**config.mk**
```make
export PLATFORM = sky130hd
export DESIGN_NAME = swi_entry_seq
export DESIGN_NICKNAME = d
export VERILOG_FILES = /design/src/rtl/swi_entry_seq.sv
export SDC_FILE = /design/constraint.sdc
export NUM_CORES = 1
export LEC_CHECK = 0
export BUFFER_PORTS_ARGS = -buffer_cell sky130_fd_sc_hd__buf_2
export CAP_MARGIN = 15
export CORE_UTILIZATION = 25
export DETAILED_ROUTE_END_ITERATION = 8
export GPL_TIMING_DRIVEN = 0
export HOLD_SLACK_MARGIN = 0.1
export PLACE_DENSITY = 0.43
export SYNTH_ARGS = -nofsm -noshare
export SYNTH_HDL_FRONTEND = slang
export SYNTH_SLANG_ARGS = --single-unit
```
**constraint.sdc**
```tcl
create_clock -name clk -period 2.36 [get_ports clk]
set_input_delay 0.472 -clock clk [delete_from_list [all_inputs] [get_ports clk]]
set_output_delay 0.472 -clock clk [all_outputs]
set_load 0.005 [all_outputs]
```
**src/rtl/swi_entry_seq.sv**
```systemverilog
`timescale 1ns/1ps
module swi_entry_seq #(
  parameter logic [15:0] VEC_TOP  = 16'hFFFC,
  parameter logic [7:0]  VEC_BANK = 8'hFF,
  parameter int          IBIT     = 6,
  parameter int          SBIT     = 5
) (
  input  logic        clk,
  input  logic        rst_n,
  input  logic        swi_go,
  input  logic [7:0]  vec_id,
  input  logic [31:0] acc,
  input  logic [7:0]  dpage,
  input  logic [7:0]  addr_bank,
  input  logic [7:0]  data_bank,
  input  logic [7:0]  code_bank,
  input  logic [15:0] pc,
  input  logic [15:0] status,
  input  logic [7:0]  sys_bank,
  input  logic [15:0] sys_sp,
  output logic        mem_req,
  output logic        mem_we,
  output logic [23:0] mem_addr,
  output logic [7:0]  mem_wdata,
  input  logic [7:0]  mem_rdata,
  input  logic        mem_ready,
  output logic        busy,
  output logic        done,
  output logic [15:0] sp_new,
  output logic [15:0] pc_new,
  output logic [7:0]  bank_new,
  output logic [15:0] status_new
);
  localparam int CTX_BYTES = 12;
  localparam int CTX_W     = 8 * CTX_BYTES;
  localparam int VEC_BYTES = 3;

  typedef enum logic [1:0] {IDLE, PUSH, FETCH} st_t;

  st_t              st;
  logic [3:0]       cnt;
  logic [CTX_W-1:0] ctx;
  logic [7:0]       bank_q;
  logic [15:0]      sp_q, ps_q, vaddr_q, vbuf;
  logic [15:0]      ps_upd;

  assign busy      = (st != IDLE);
  assign mem_req   = busy;
  assign mem_we    = (st == PUSH);
  assign mem_wdata = ctx[CTX_W-1 -: 8];
  assign mem_addr  = (st == FETCH) ? {VEC_BANK, vaddr_q + 16'(cnt)}
                                   : {bank_q, sp_q - 16'(cnt) - 16'd1};

  always_comb begin
    ps_upd       = ps_q;
    ps_upd[IBIT] = 1'b0;
    ps_upd[SBIT] = 1'b1;
  end

  always_ff @(posedge clk) begin
    if (!rst_n) begin
      st         <= IDLE;
      cnt        <= '0;
      ctx        <= '0;
      bank_q     <= '0;
      sp_q       <= '0;
      ps_q       <= '0;
      vaddr_q    <= '0;
      vbuf       <= '0;
      done       <= 1'b0;
      sp_new     <= '0;
      pc_new     <= '0;
      bank_new   <= '0;
      status_new <= '0;
    end else begin
      done <= 1'b0;
      case (st)
        IDLE: if (swi_go) begin
          ctx     <= {status, pc, dpage, addr_bank, data_bank, code_bank, acc};
          bank_q  <= sys_bank;
          sp_q    <= sys_sp;
          ps_q    <= status;
          vaddr_q <= VEC_TOP - (16'(vec_id) << 2);
          cnt     <= '0;
          st      <= PUSH;
        end
        PUSH: if (mem_ready) begin
          ctx <= ctx << 8;
          if (cnt == 4'(CTX_BYTES - 1)) begin
            cnt <= '0;
            st  <= FETCH;
          end else begin
            cnt <= cnt + 4'd1;
          end
        end
        FETCH: if (mem_ready) begin
          if (cnt == 4'd0) vbuf[7:0]  <= mem_rdata;
          if (cnt == 4'd1) vbuf[15:8] <= mem_rdata;
          if (cnt == 4'(VEC_BYTES - 1)) begin
            pc_new     <= vbuf;
            bank_new   <= mem_rdata;
            status_new <= ps_upd;
            sp_new     <= sp_q - 16'(CTX_BYTES);
            done       <= 1'b1;
            cnt        <= '0;
            st         <= IDLE;
          end else begin
            cnt <= cnt + 4'd1;
          end
        end
        default: st <= IDLE;
      endcase
    end
  end
endmodule

```
==> qor.yml, run 1 <==
detailed_routing:
  post-route-drc-count: 0
  drt_first_iter_violations: 386
  routed_wl_per_cell_um: 17.2
  vias_per_cell: 4.57
  met1_length_um: 15600
  routed-wl-met3_um: 2300
  drt_first_pass_iters: 4
  route.final.wire_length_um: 33600
  dr.max_layer_used: "met5"
  vias: 8944
  postRouteAntennaNets: 0
  met2_length_um: 14900
setup_path:
  worst_setup_path_start_kind: "flop"
  critical_path_peak_fanout: 4
  critical_path.max_stage_delay_ns: 0.53
  cp.arrival_ns: 2.42
  crit_path_cell_trace: "inv_4 > ha_4 > inv_2 > fa_2 > nor2b_2 > o21a_2 > or4_4 > a31oi_4 > buf_2"
  crit_slowest_cell: "sky130_fd_sc_hd__or4_4"
  criticalPathCategory: "flop to primary output"
  worst-endpoint-required_ns: 1.89
  critPathCaptureType: "primary output"
floorplan:
  design.die.area_mm2: 0.0399
  floorplan.rows: 72
  core_region_area_mm2: 0.0386
  initial_utilization: 0.253
  top_level_ports: 232
  die_width_um: 200
  die_height_um: 200
synthesis:
  asyncSetResetFlopFracSynth: 0
  synth.cell_area_mm2: 0.00979
  ys_types: 59
  synthesis.nets: 1299
  synth_warnings: 0
  yosysSeqAreaShare: 0.452
  syn-mean-instance-area_um2: 8.58
  dominantRegCellSynth: "sky130_fd_sc_hd__dfxtp_1"
  synthDominantCellAreaShare: 0.452
  synth-edff-count: 0
  synthCells: 1141
  ys_top_cells_by_area: "sky130_fd_sc_hd__dfxtp_1 (45%), sky130_fd_sc_hd__mux2i_1 (9.4%), sky130_fd_sc_hd__a211oi_1 (7.9%), sky130_fd_sc_hd__nand2_1 (7.7%), sky130_fd_sc_hd__a21oi_1 (5.8%)"
  ys_ff_latch: 221
  synth_top_cell_by_area: "sky130_fd_sc_hd__dfxtp_1"
cells_and_area:
  layout_commonest_cell: "sky130_fd_sc_hd__buf_2"
  layout.core_utilization: 0.335
  finished_layout_cell_area_mm2: 0.0129
  layout.cells.most_common_list: "sky130_fd_sc_hd__buf_2 (260), sky130_fd_sc_hd__dfxtp_1 (212), sky130_fd_sc_hd__nand2_1 (202)"
  sequential_cell_area_mm2: 0.00445
  instances_no_fill: 1956
  footprint_of_the_multi_input_gates_mm2: 0.00504
  num-fill-cells: 4177
  layout-drive-gt1-share: 0.277
  nets: 1574
  syn2layout_area_growth_pct: 32.3
clocking:
  clkSinkCount: 221
  ctsHtreeMaxLevel: 1
  tritoncts: "done"
  cts-root-to-sink-buffers: 3
  cts-buffers-inserted: 27
  worst_skew_pair.late_latency_ns: 0.54
  worst_setup_hold_path_clk_slew_ns: 0.06
  ctsRootBufferMaster: "sky130_fd_sc_hd__clkbuf_16"
global_route:
  grt.overflow.total: 0
  grt_util_all_layers: 0.165
  grt_pass1_vias: 8735
  grt_first_pass_wirelength_um: 51000
  grt_max_degree: 14
  grt_antenna_before_repair: 12
timing:
  worst-slew-pin-transition_ns: 0.796
  fin_ws_ns: -0.529
  finalWorstPathRequiredPeriod_ns: 2.89
  worst_clock_skew_ns: 0.00894
  slew-limit-headroom: 0.469
  timing_hold_violations_final: 0
  report.final.setup_viol: 15
  grt_setup_unrepaired: "yes"
  slew_viol_final: 0
  share_of_the_clock_period_used_by_the_worst_path: 1.22
  fmax_ghz: 0.346
hold_path:
  hold_class: "input port to flop"
placement:
  place_ws_ns: -0.487
  gpl.final_weighted_congestion: 0.821
  portBuffers: 230
  place.detailed.instances: 1889
  hpwl_um: 25500
  dpl_cell_area_mm2: 0.0116
flow_run:
  max_cap_viol_count: 0
run_status:
  status: "finished, violations left"
  violated_checks: "setup timing"
power:
  max-vdd-ir-drop_mv: 0.478
  p_leak_nw: 5.19
  power-per-cell-area_mw_per_mm2: 1170
## through the flow
step / setup TNS (ns) / hold slack (ns) / total power [mW]
2_1_floorplan: 0 / 0.432 / 8.97
3_3_place_gp: -8.91 / 0.438 / 10.8
3_5_place_dp: -11.67 / 0.444 / 10.8
4_1_cts: -6.57 / 0.103 / 15.4
5_1_grt: -7.23 / 0.107 / 16.3
6_report: -5.58 / 0.120 / 15.2
## worst paths after layout
check,from,end,slack (ns),cells past startpoint
max,cnt[0],mem_addr[12],-0.53,9
min,vec_id[6],vaddr_q[8],0.12,2
max reg2reg,st[1],ctx[32],0.19,7
min reg2reg,bank_new[1],bank_new[1],0.45,2
## flip-flops by register name (all words and copies together), names as in the netlist
register and cells:
bank_new 8, bank_q 8, cnt 4, ctx 96, done 1, pc_new 16
ps_q 14, sp_new 16, sp_q 16, st 2, status_new 15, vaddr_q 9
vbuf 16
## cells by family after synthesis
logic type,synth area share
other,0.000383
adders and majority gates,0.0245
xor gates and xnor gates,0.0206
and+or+nand+nor,0.180
muxes,0.0952
DFF,0.452
AOI/OAI and AO/OA,0.172
buffers and inverters,0.0559
## metal layers
layer	vias to the layer above	GRT usage
met5	-	0
met4	16	0.0308
met3	44	0.0444
met2	195	0.266
met1	4166	0.222
li1	4523	-
## final cells by class
type                            count  share of cell area
Multi-Input combinational cell    804               0.389
Sequential cell                   221               0.343
Timing Repair Buffer              248               0.103
Clock buffer                       40              0.0598
Tap cell                          518              0.0500
Buffer                            102              0.0437
Clock inverter                      7             0.00551
Inverter                           12             0.00444
Antenna cell                        4            0.000773
## worst max-delay path: cells and delay by family, from the launching register on
family | cells | cell delay [ns]
buffers and inverters | 3 | 0.22
DFF | 1 | 0.36
AOI/OAI and AO/OA | 2 | 0.38
adders and majority gates | 2 | 0.35
and+or+nand+nor | 2 | 0.58
## report_power, final
part | total [mW] | switching [mW] | internal, mW | leakage [nW]
Clock | 4.03 | 1.66 | 2.37 | 0.417
Combinational | 5.78 | 3.25 | 2.53 | 2.95
Sequential | 5.38 | 0.624 | 4.76 | 1.82
## synthesized netlist by cell type (8+ instances only)
master / number
sky130_fd_sc_hd__a211oi_1: 103
sky130_fd_sc_hd__o21ai_0: 18
sky130_fd_sc_hd__mux2i_1: 92
sky130_fd_sc_hd__buf_4: 11
sky130_fd_sc_hd__nand3b_1: 8
sky130_fd_sc_hd__inv_1: 10
sky130_fd_sc_hd__dfxtp_1: 221
sky130_fd_sc_hd__ha_1: 16
sky130_fd_sc_hd__nand2_1: 202
sky130_fd_sc_hd__a21oi_1: 114
sky130_fd_sc_hd__nand3_1: 31
sky130_fd_sc_hd__xor2_1: 13
sky130_fd_sc_hd__nor2_1: 117
sky130_fd_sc_hd__buf_2: 32
sky130_fd_sc_hd__clkbuf_1: 51
sky130_fd_sc_hd__xnor2_1: 10
sky130_fd_sc_hd__or2_2: 8
## repair_timing
item,4_1_cts,5_1_grt
cloned,3,0
hold buffers,1,0
endpoints found under the hold margin,1,0
pin swaps,14,10
setup endpoints to repair,84,32
resized for setup,83,15
buffers inserted,14,1
No activity file was read; power rests on OpenSTA's default activity.
==> run 2: changes to the inputs <==
--- a/config.mk
+++ b/config.mk
@@ -12,6 +12,7 @@
 export GPL_TIMING_DRIVEN = 0
 export HOLD_SLACK_MARGIN = 0.1
 export PLACE_DENSITY = 0.43
+export RECOVER_POWER = 50
 export SYNTH_ARGS = -nofsm -noshare
 export SYNTH_HDL_FRONTEND = slang
 export SYNTH_SLANG_ARGS = --single-unit
==> qor.yml, run 2 (synthesis gave the netlist of run 1 again) <==
setup_path:
  critPathCaptureType: "primary output"
  criticalPathCategory: "flop to primary output"
  r2r_end: "pc_new[14]"
  reg2reg_from: "st[1]"
  cp.arrival_ns: 2.41  # about the same
  setup.reg_to_reg.worst_slack_ns: 0  # -0.19 ns
  critical_path_peak_fanout: 4  # unchanged
  worst_setup_path_start_kind: "flop"
  worst-endpoint-required_ns: 1.89  # about the same
  reg2reg_depth: 8  # +1
floorplan:
  die_width_um: 200  # unchanged
  die_height_um: 200  # unchanged
  initial_utilization: 0.253  # unchanged
  floorplan.rows: 72  # unchanged
  core_region_area_mm2: 0.0386  # unchanged
  top_level_ports: 232  # unchanged
  design.die.area_mm2: 0.0399  # unchanged
placement:
  place_ws_ns: -0.487  # unchanged
  gpl.final_weighted_congestion: 0.821  # unchanged
  portBuffers: 230  # unchanged
  hpwl_um: 25500  # unchanged
run_status:
  status: "finished, violations left"
  violated_checks: "setup timing"
cells_and_area:
  nets: 1574  # unchanged
  layout-drive-gt1-share: 0.231  # -0.0460
  layout_commonest_cell: "sky130_fd_sc_hd__dfxtp_1"
  max_flop_register: "ctx"
  number_of_flip_flops_under_the_largest_register_name: 96  # unchanged
  layout.cells.most_common_list: "sky130_fd_sc_hd__dfxtp_1 (213), sky130_fd_sc_hd__nand2_1 (202), sky130_fd_sc_hd__buf_2 (196)"
  syn2layout_area_growth_pct: 31.3
  layout.core_utilization: 0.333  # -0.00253
timing:
  slew-limit-headroom: 0.460  # -0.00903
  share_of_the_clock_period_used_by_the_worst_path: 1.22  # -0.00215
  fin_ws_ns: -0.524  # +0.00507 ns
  worst-slew-pin-transition_ns: 0.810  # +0.0135 ns
  report.final.setup_viol: 23  # +8
  worst_clock_skew_ns: 0.00869  # -0.000252 ns
  fmax_ghz: 0.347  # +0.18%
  grt_setup_unrepaired: "yes"
  finalWorstPathRequiredPeriod_ns: 2.88  # -0.00507 ns
  timing_hold_violations_final: 0  # unchanged
  slew_viol_final: 0  # unchanged
global_route:
  grt_max_degree: 14  # unchanged
  grt.overflow.total: 0  # unchanged
  grt_util_all_layers: 0.165  # unchanged
  grt_antenna_before_repair: 12  # unchanged
  grt_first_pass_wirelength_um: 51000  # unchanged
  grt_pass1_vias: 8735  # unchanged
detailed_routing:
  vias: 8935  # -0.10%
  vias_per_cell: 4.57  # -0.10%
  post-route-drc-count: 0  # unchanged
  drt_first_iter_violations: 390  # +1.0%
  routed_wl_per_cell_um: 17.2  # +0.29%
  postRouteAntennaNets: 0  # unchanged
  route.final.wire_length_um: 33600  # +0.29%
  drt_first_pass_iters: 4  # unchanged
power:
  cell_internal_pwr_mw: 9.62  # -0.41%
  p_leak_nw: 4.92  # -5.2%
  sw_frac_of_total: 0.365  # +0.000961
  share_seq_of_total_power: 0.355  # about the same
  power-per-cell-area_mw_per_mm2: 1180  # +0.50%
  combPwrFrac: 0.379  # -0.002
  pwr-share-clk: 0.266  # about the same
  p_sw_mw: 5.54  # about the same
  max-vdd-ir-drop_mv: 0.479  # +0.17%
clocking:
  worst_setup_hold_path_clk_slew_ns: 0.06  # about the same
  clkSinkCount: 221  # unchanged
  tritoncts: "done"
  ctsRootBufferMaster: "sky130_fd_sc_hd__clkbuf_16"
  worst_skew_pair.late_latency_ns: 0.54  # about the same
  cts-root-to-sink-buffers: 3  # unchanged
  cts-buffers-inserted: 27  # unchanged
  ctsHtreeMaxLevel: 1  # unchanged
flow_run:
  max_cap_viol_count: 0  # unchanged
hold_path:
  hold_class: "input port to flop"
  min_delay_path_depth: 2  # unchanged
  min_to: "vaddr_q[8]"
  timing.hold.worst.start: "vec_id[6]"
[run 2: changes by cell type in the layout (fill, tap and decap cells not counted), moves of 2 or more]
cell                       previous run  this run
sky130_fd_sc_hd__buf_1                5         3
sky130_fd_sc_hd__buf_2              260       196
sky130_fd_sc_hd__buf_4               24        20
sky130_fd_sc_hd__clkbuf_1            53       118
sky130_fd_sc_hd__clkbuf_2             2         5
sky130_fd_sc_hd__clkbuf_4             0         2
[run 2: metal layers]
layer	vias to the layer above	global-route usage	routed length, um
met5	-	0	110
met3	45	0.0444	2460
li1	4525	-	-
met2	210	0.266	14900
met1	4139	0.222	15600
met4	16	0.0308	567
[run 2: worst max-delay path, cell delays in order, from the launching register on]
cell and delay (ns):
sky130_fd_sc_hd__dfxtp_4 0.36, sky130_fd_sc_hd__inv_4 0.04, sky130_fd_sc_hd__ha_4 0.15, sky130_fd_sc_hd__inv_2 0.05, sky130_fd_sc_hd__fa_2 0.20, sky130_fd_sc_hd__nor2b_2 0.05, sky130_fd_sc_hd__o21a_2 0.23, sky130_fd_sc_hd__or4_4 0.53
sky130_fd_sc_hd__a31oi_4 0.14, sky130_fd_sc_hd__buf_2 0.13
[run 2: how the worst max path moves through the flow]
stage          startpoint  slack [ns]            to
6_report           cnt[0]       -0.52  mem_addr[12]
5_1_grt            cnt[0]       -0.60  mem_addr[12]
4_1_cts            cnt[0]       -0.61   mem_addr[4]
3_5_place_dp       cnt[1]       -0.49   mem_addr[5]
3_3_place_gp       cnt[1]       -0.47   mem_addr[5]
2_1_floorplan      cnt[0]        0.02   mem_addr[6]
[run 2: per-stage QoR]
stage	hold slack [ns]	cell area (um2)	power, mW	instances	TNS [ns]
2_1_floorplan	0.432	9790	8.97	1141	0
3_3_place_gp	0.438	11600	10.8	1889	-8.91
3_5_place_dp	0.444	11600	10.8	1889	-11.67
4_1_cts	0.103	12900	15.4	1954	-6.57
5_1_grt	0.107	12800	16.2	1954	-20.71
6_report	0.120	12900	15.2	1956	-6.39
[run 2: timing repair]
action / in CTS / in global routing
setup endpoints to repair: 84 / 32
cloned: 3 / 0
buffers inserted: 14 / 1
pin swaps: 14 / 10
gates resized for setup: 83 / 15
hold endpoints to repair: 1 / 0
hold buffers: 1 / 0
[run 2: power groups by stage]
stage,clock (mW),sequential (mW),combinational (mW)
finish,4.03,5.38,5.75
global route,4.31,5.51,6.41
CTS,4.15,5.39,5.82
detailed placement,0,5.45,5.36
global placement,0,5.43,5.33
floorplan,0,5.24,3.72
[run 2: final cells by class]
class | count | area [um2]
Inverter | 12 | 57.6
Buffer | 102 | 561
Clock inverter | 7 | 71.3
Multi-Input combinational cell | 804 | 5030
Tap cell | 518 | 648
Fill cell | 4205 | 25800
Timing Repair Buffer | 248 | 1250
Clock buffer | 40 | 774
Antenna cell | 4 | 10.0
Sequential cell | 221 | 4440
